**config.mk**
```make
export PLATFORM = sky130hd
export DESIGN_NAME = apb_watch
export DESIGN_NICKNAME = d
export VERILOG_FILES = /design/src/rtl/apbw_pkg.sv /design/src/rtl/apbw_phase.sv /design/src/rtl/apbw_hold.sv /design/src/rtl/apbw_tally.sv /design/src/rtl/apb_watch.sv
export SDC_FILE = /design/constraint.sdc
export NUM_CORES = 1
export LEC_CHECK = 0
export ABC_AREA = 1
export BUFFER_PORTS_ARGS = -buffer_cell sky130_fd_sc_hd__buf_2
export CORE_MARGIN = 1.5
export CORE_UTILIZATION = 23
export DETAILED_ROUTE_END_ITERATION = 10
export GPL_TIMING_DRIVEN = 1
export PLACE_DENSITY = 0.49
export SETUP_SLACK_MARGIN = 0.05
export SYNTH_ARGS = -nofsm -noshare
export SYNTH_HDL_FRONTEND = slang
export SYNTH_HIERARCHICAL = 1
export SYNTH_SLANG_ARGS = --single-unit
```
**constraint.sdc**
```tcl
create_clock -name clk -period 4.05 [get_ports clk]
set_input_delay 0.405 -clock clk [delete_from_list [all_inputs] [get_ports clk]]
set_output_delay 0.405 -clock clk [all_outputs]
set_load 0.01 [all_outputs]
```
**src/rtl/apbw_pkg.sv**
```systemverilog
package apbw_pkg;

  typedef enum logic [1:0] {
    PH_IDLE   = 2'd0,
    PH_ACCESS = 2'd1,
    PH_DONE   = 2'd2
  } phase_t;

  localparam int unsigned NUM_RULES = 5;

  typedef struct packed {
    logic early_en;
    logic no_en;
    logic abandon;
    logic unstable;
    logic en_no_sel;
  } rule_hits_t;

endpackage

```
**src/rtl/apbw_phase.sv**
```systemverilog
module apbw_phase
  import apbw_pkg::*;
(
  input  logic clk,
  input  logic rst_n,
  input  logic sel,
  input  logic en,
  input  logic rdy,
  output logic setup,
  output logic in_access,
  output logic done,
  output logic hit_early_en,
  output logic hit_no_en,
  output logic hit_abandon,
  output logic hit_en_no_sel
);

  phase_t st, st_nx;
  logic   sel_q;
  logic   first_q, first_nx;

  // Start only on a rising select, or on the cycle straight after a completion.
  always_comb begin
    setup = rst_n && sel && (st != PH_ACCESS) &&
            (!sel_q || ((st == PH_DONE) && !en));
  end

  assign in_access = (st == PH_ACCESS);

  always_comb begin
    st_nx         = st;
    first_nx      = 1'b0;
    done          = 1'b0;
    hit_no_en     = 1'b0;
    hit_abandon   = 1'b0;
    unique case (st)
      PH_ACCESS: begin
        if (first_q && sel && !en) begin
          hit_no_en = 1'b1;
          st_nx     = PH_IDLE;
        end else if (!(sel && en)) begin
          hit_abandon = 1'b1;
          st_nx       = PH_IDLE;
        end else if (rdy) begin
          done  = 1'b1;
          st_nx = PH_DONE;
        end
      end
      PH_DONE: st_nx = PH_IDLE;
      default: st_nx = PH_IDLE;
    endcase
    if (setup) begin
      st_nx    = PH_ACCESS;
      first_nx = 1'b1;
    end
  end

  assign hit_early_en  = setup && en;
  assign hit_en_no_sel = en && !sel;

  always_ff @(posedge clk) begin
    if (!rst_n) begin
      st      <= PH_IDLE;
      sel_q   <= 1'b0;
      first_q <= 1'b0;
    end else begin
      st      <= st_nx;
      sel_q   <= sel;
      first_q <= first_nx;
    end
  end

  // a setup cycle always leads into the access phase
  assert_setup_leads_access_R2: assert property (@(posedge clk) disable iff (!rst_n)
    setup |=> (st == PH_ACCESS));

  // a missing enable drops the transfer
  assert_no_en_drops_R4: assert property (@(posedge clk) disable iff (!rst_n)
    (hit_no_en && !setup) |=> (st == PH_IDLE));

  // completion is followed by the post-completion phase
  assert_done_then_post_R9: assert property (@(posedge clk) disable iff (!rst_n)
    done |=> (st == PH_DONE));

endmodule

```
**src/rtl/apbw_hold.sv**
```systemverilog
module apbw_hold #(
  parameter int unsigned ADDR_W = 32,
  parameter int unsigned DATA_W = 32
) (
  input  logic              clk,
  input  logic              rst_n,
  input  logic              setup,
  input  logic              in_access,
  input  logic              sel,
  input  logic [ADDR_W-1:0] addr,
  input  logic              wr,
  input  logic [DATA_W-1:0] wdata,
  output logic              hit_unstable
);

  localparam int unsigned CTRL_W = ADDR_W + DATA_W + 1;

  logic [CTRL_W-1:0] snap_q;
  logic [CTRL_W-1:0] live;

  assign live = {wr, addr, wdata};

  always_ff @(posedge clk) begin
    if (!rst_n) begin
      snap_q <= '0;
    end else if (setup) begin
      snap_q <= live;
    end
  end

  assign hit_unstable = in_access && sel && (live != snap_q);

  // the snapshot holds the setup-cycle controls
  assert_capture_R6: assert property (@(posedge clk) disable iff (!rst_n)
    setup |=> (snap_q == $past(live)));

endmodule

```
**src/rtl/apbw_tally.sv**
```systemverilog
module apbw_tally
  import apbw_pkg::*;
#(
  parameter int unsigned CNT_W = 16
) (
  input  logic             clk,
  input  logic             rst_n,
  input  rule_hits_t       hits,
  input  logic             done,
  output logic             any_err,
  output logic [CNT_W-1:0] count
);

  logic hit_any;
  assign hit_any = |hits;

  always_ff @(posedge clk) begin
    if (!rst_n) begin
      any_err <= 1'b0;
      count   <= '0;
    end else begin
      if (hit_any) any_err <= 1'b1;
      if (done)    count   <= count + 1'b1;
    end
  end

  // the summary flag never falls while out of reset
  assert_sticky_holds_R10: assert property (@(posedge clk) disable iff (!rst_n)
    any_err |=> any_err);

  // each completion adds exactly one
  assert_count_step_R8: assert property (@(posedge clk) disable iff (!rst_n)
    done |=> (count == $past(count) + 1'b1));

  // without a completion the count holds
  assert_count_idle_R11: assert property (@(posedge clk) disable iff (!rst_n)
    !done |=> $stable(count));

endmodule

```
**src/rtl/apb_watch.sv**
```systemverilog
module apb_watch
  import apbw_pkg::*;
#(
  parameter int unsigned ADDR_W = 32,
  parameter int unsigned DATA_W = 32,
  parameter int unsigned CNT_W  = 16
) (
  input  logic              clk,
  input  logic              rst_n,
  input  logic              bus_sel,
  input  logic              bus_en,
  input  logic              bus_rdy,
  input  logic [ADDR_W-1:0] bus_addr,
  input  logic              bus_wr,
  input  logic [DATA_W-1:0] bus_wdata,
  output logic              err_early_en,
  output logic              err_no_en,
  output logic              err_abandon,
  output logic              err_unstable,
  output logic              err_en_no_sel,
  output logic              any_err,
  output logic [CNT_W-1:0]  xfer_count
);

  logic       setup, in_access, done;
  rule_hits_t hits;

  apbw_phase u_phase (
    .clk           (clk),
    .rst_n         (rst_n),
    .sel           (bus_sel),
    .en            (bus_en),
    .rdy           (bus_rdy),
    .setup         (setup),
    .in_access     (in_access),
    .done          (done),
    .hit_early_en  (hits.early_en),
    .hit_no_en     (hits.no_en),
    .hit_abandon   (hits.abandon),
    .hit_en_no_sel (hits.en_no_sel)
  );

  apbw_hold #(.ADDR_W(ADDR_W), .DATA_W(DATA_W)) u_hold (
    .clk          (clk),
    .rst_n        (rst_n),
    .setup        (setup),
    .in_access    (in_access),
    .sel          (bus_sel),
    .addr         (bus_addr),
    .wr           (bus_wr),
    .wdata        (bus_wdata),
    .hit_unstable (hits.unstable)
  );

  apbw_tally #(.CNT_W(CNT_W)) u_tally (
    .clk     (clk),
    .rst_n   (rst_n),
    .hits    (hits),
    .done    (done),
    .any_err (any_err),
    .count   (xfer_count)
  );

  assign err_early_en  = hits.early_en;
  assign err_no_en     = hits.no_en;
  assign err_abandon   = hits.abandon;
  assign err_unstable  = hits.unstable;
  assign err_en_no_sel = hits.en_no_sel;

  // early enable only arises with select high
  assert_early_needs_sel_R3: assert property (@(posedge clk) disable iff (!rst_n)
    err_early_en |-> (bus_sel && bus_en));

  // an abandoned transfer never coincides with a completed one
  assert_abandon_not_done_R5: assert property (@(posedge clk) disable iff (!rst_n)
    err_abandon |-> !done);

endmodule

```
After elaboration in Yosys (flattened, before gate mapping):

Cells that the tools add are included.

* bits in registers: 86
* bits of input ports: 70
* output and inout port bits: 22
* logic and storage cells: 48

* add/sub/neg operators: 1
* eq/ne operators: 5
* muxes and demuxes: 15
* bitwise logic cells: 3
* reductions and logical operators: 17

Operators by type and width (number)
* $ne A65 B65 Y1: 1
* $add A16 B1 Y16 const B: 1
* $mux W1: 15
* $logic_and A1 B1 Y1: 11
* $reduce_or A5 Y1: 2
* $ne A5 B5 Y1 const B: 1
* $logic_not A1 Y1: 3
* $not A1 Y1: 3
* $eq A2 B1 Y1 const B: 1
* $eq A2 B2 Y1 const B: 1
* $ne A2 B1 Y1 const B: 1
* $logic_or A1 B1 Y1: 1

Logic depth before layout (Yosys ltp):

* depth in word-level cells: 6
* depth in mapped cells: 15
* mapped depth without buffers: 15

Cells and area by module:

Netlist, hierarchy kept.

Modules (own cells, without submodules)
* apbw_hold: times used 1, cells an instance 462, area an instance 3164.3 µm², sequential area each 1301.2 µm²
* apbw_tally: times used 1, cells an instance 125, area an instance 832.0 µm², sequential area each 340.3 µm²
* apbw_phase: times used 1, cells an instance 32, area an instance 197.7 µm², sequential area each 80.1 µm²

Worst setup path before layout:

No wires, ideal clock.

* kind: input-to-reg
* start: input bus_en
* end: register u_tally.count[12]
* setup time: 0.115 ns
* arrival: 1.657 ns
* data required time: 3.935 ns
* setup slack: 2.278 ns
* stages: 7
* buffers on the path: 0
* cells stage by stage: nand2_1 > nor3_1 > nand3_2 > nor2_4 > nand2_2 > o21ai_1 > nor2_1

* longest elaborated chain between the ends: 4
* elaborated cells on any way between the ends: 6
* classes of those cells: mux: 3; reduce/logical: 3

RTL lines
* from (decl): RTL line apb_watch.sv:11 `input logic bus_en,`
* $logic_and A1 B1 Y1 or $logic_not A1 Y1 (tied branches): RTL line apbw_phase.sv:41, apbw_phase.sv:38
* $mux W1 or $logic_and A1 B1 Y1 (tied branches): RTL line apbw_phase.sv:41, apbw_phase.sv:38
* $mux W1 *: RTL line apbw_phase.sv:38 `if (first_q && sel && !en) begin`
* $mux W1 *: RTL line apbw_phase.sv:36 `unique case (st)`
* named net done: RTL line apb_watch.sv:25 `logic setup, in_access, done;`
* to (signal assigned): RTL line apbw_tally.sv:23 `if (done) count <= count + 1'b1;`
* to (decl): RTL line apbw_tally.sv:11 `output logic [CNT_W-1:0] count`

Mark *: on every way through the listed nets, which the timed path passes. The rest lies on a longest branch.
A chain may end at the register's enable or synchronous reset.

Worst setup path in the final report:

* start: register u_hold.snap_q[57]
* end: output err_unstable

* longest elaborated chain between the ends: 2

RTL lines
* from (decl): RTL line apbw_hold.sv:18 `logic [CTRL_W-1:0] snap_q;`
* from (signal assigned): RTL line apbw_hold.sv:27 `snap_q <= live;`
* $ne A65 B65 Y1: RTL line apbw_hold.sv:31 `assign hit_unstable = in_access && sel && (live != snap_q);`
* $logic_and A1 B1 Y1: RTL line apbw_hold.sv:31
* to (decl): RTL line apb_watch.sv:19 `output logic err_unstable,`

No other way between the ends.

==> flow_summary.json <==
{
  "syn_nets": 690,
  "instances_no_fill": 937,
  "drive_gt1_share_pct": 18.2,
  "syn_area_per_cell_sq_um": 6.78,
  "max_cap_violations": 0,
  "grt_use_total_pct": 11.6,
  "synth_area_leader_cell": "dfxtp_1",
  "worst_pin_slew_ps": 835,
  "fp.dieArea_sq_um": 19100,
  "cts_buffers": 9,
  "fp.dieW_um": 138,
  "crit_slowest_cell": "dfxtp_1",
  "cts_sinks": 86,
  "clock_latency_ps": 340,
  "period_share_pct": 54.9,
  "maxSlewViolCount": 0,
  "min_period_ps": 2220,
  "cts-root-buf": "clkbuf_16",
  "yosys.area.top_type_share_pct": 41.1,
  "nets": 774,
  "synth-adder-area-share_pct": 0.298,
  "wl_per_cell_um": 11.4,
  "grt_max_degree": 82,
  "fin_util_pct": 28.6,
  "worst-path-max-fanout": 2,
  "yosys.area_share.simple_pct": 27.9,
  "hp-class": "in -> reg",
  "ios": 92,
  "rows": 49,
  "place.gp.congestion": 0.741,
  "timing.final.ws_setup_ps": 1830,
  "final_cell_area_sq_um": 5120,
  "antenna_found_initial": 2,
  "clockBufferDepth": 2,
  "h-tree-depth": 3,
  "crit_required_ps": 3640,
  "drcViolationCount": 0,
  "first_iter_violations": 149,
  "core_sq_um": 17900,
  "synth.distinct_cells": 25,
  "ys_seq_elements": 86,
  "antenna_left": 0,
  "worstSetupPathType": "reg -> out",
  "rsz0062_at_grt": "false",
  "power_mw": 1.91,
  "maxSlewHeadroom_pct": 43.9,
  "final_common_cell": "nor2_1",
  "clkTransAtPathRegs_ps": 70,
  "max_stage_delay_ps": 320,
  "grt_pass1_wl_um": 17600,
  "avgViaCountPerCell": 4.09,
  "cts_tree": "done",
  "area_delta_synth_final_pct": 22.1,
  "synth_top_family_by_area": "simple AND/OR/NAND/NOR gates",
  "synth_cells": 619,
  "yosysWarnings": 6,
  "synthMuxAreaShare_pct": 0,
  "dp_hpwl_um": 7580,
  "chipHeight_um": 138,
  "synth_xor_area_share_pct": 9.40,
  "synth_compound_area_share_pct": 12.7,
  "cp.arrival_ps": 1820,
  "status": "finished clean",
  "seq_area_frac_synth_pct": 41.1,
  "io_buffer_count": 91,
  "fmax_mhz": 450,
  "vdd_drop_max_uv": 204,
  "cp-end-kind": "output port",
  "fin_tns_setup_ps": 0,
  "start_util_pct": 23.4,
  "wl_um": 10700,
  "min_from": "rst_n",
  "postCtsSetupRepairBufs": 0,
  "synth_area_leaders": "dfxtp_1 (41%), nor2_1 (12%), nand2_1 (11%)",
  "timing.rr.start": "u_phase/st[1]",
  "syn_area_sq_um": 4190,
  "worst-path-buf-inv": 1,
  "layout_common_cells": "nor2_1 (137), nand2_1 (122), buf_2 (91), dfxtp_1 (86), o21ai_0 (70)",
  "start_kind": "register",
  "place_area_sq_um": 4860,
  "dr.pass1.iters": 4,
  "cpMostUsedCell": "nor2_1",
  "setup_viol": 0,
  "grt.overflow.total": 0,
  "power.density_nw_per_um2": 373,
  "grt_pass1_vias": 3612,
  "hold_buffers": 0,
  "num_vias": 3831,
  "pre_cts_ws_ps": 1880,
  "crit_path_cell_trace": "xnor2_1 -> nand2_1 -> nor2_1 -> nand2_1 -> nor2_1 -> nand3_1 -> nor2_1 -> nor2_1 -> buf_2",
  "path_delay_family": "simple AND/OR/NAND/NOR gates",
  "hold_viol": 0,
  "cp-startpoint": "u_hold/snap_q[57]",
  "cts_resized": 0,
  "hold_slack_ps": 294,
  "dp.cells": 921,
  "p_leak_nw": 2.32,
  "finClkSkew_ps": 5.46
}
## sequential cells by signal, summed over array words and instances (netlist names)
signal           cells
u_phase/st           2
u_phase/first_q      1
u_hold/snap_q       65
u_tally/count       16
u_tally/any_err      1
u_phase/sel_q        1
## worst paths after layout
kind,depth (start not counted),endpoint,slack (ps)
max,9,err_unstable,1830
min,3,u_phase/sel_q,290
max reg2reg,8,u_tally/count[12],2050
min reg2reg,2,u_phase/st[1],490
## cell families after synthesis
family | Yosys count
xor gates and xnor gates | 45
AOI/OAI and AO/OA | 105
buffers and inverters | 91
and+or+nand+nor | 291
DFF | 86
adders and majority gates | 1
## area by class of cell
| class | count | area (sq um) |
|---|---|---|
| clock inverters | 5 | 27.5 |
| flip-flops and latches | 86 | 1720 |
| multi-input cells | 442 | 2110 |
| clock buffers | 10 | 229 |
| well taps | 229 | 287 |
| diodes | 1 | 2.50 |
| fillers | 2061 | 12800 |
| repair buffers | 94 | 478 |
| inverters | 70 | 265 |
## Yosys cell counts (all sizes together)
cell	count
nor2	142
nand2	125
dfxtp	86
o21ai	72
inv	69
xnor2	45
a21oi	31
nand3	13
buf	11
clkbuf	10
nand4	7
nor3	4
clkinv	1
ha	1
o21a	1
o31ai	1
## routing by layer
layer | vias to the layer above | routed length (um) | track usage, %
met4 | 2 | 197 | 4.82
met1 | 1656 | 5060 | 13.6
li1 | 2095 | - | -
met5 | - | 13 | 0
met2 | 65 | 4760 | 19.1
met3 | 13 | 656 | 4.47
## power by group
part           total (mW)  switching (mW)  leakage (nW)  internal [mW]
Clock               0.754           0.346         0.128          0.408
Sequential          0.919          0.0273         0.704          0.892
Combinational       0.237           0.133          1.48          0.104
Total                1.91           0.507          2.32           1.40
## tightest hold or removal path: stages
cell and delay, ps:
buf_2 90, nand2_1 70, inv_1 50
No activity file was read; power rests on OpenSTA's default activity.
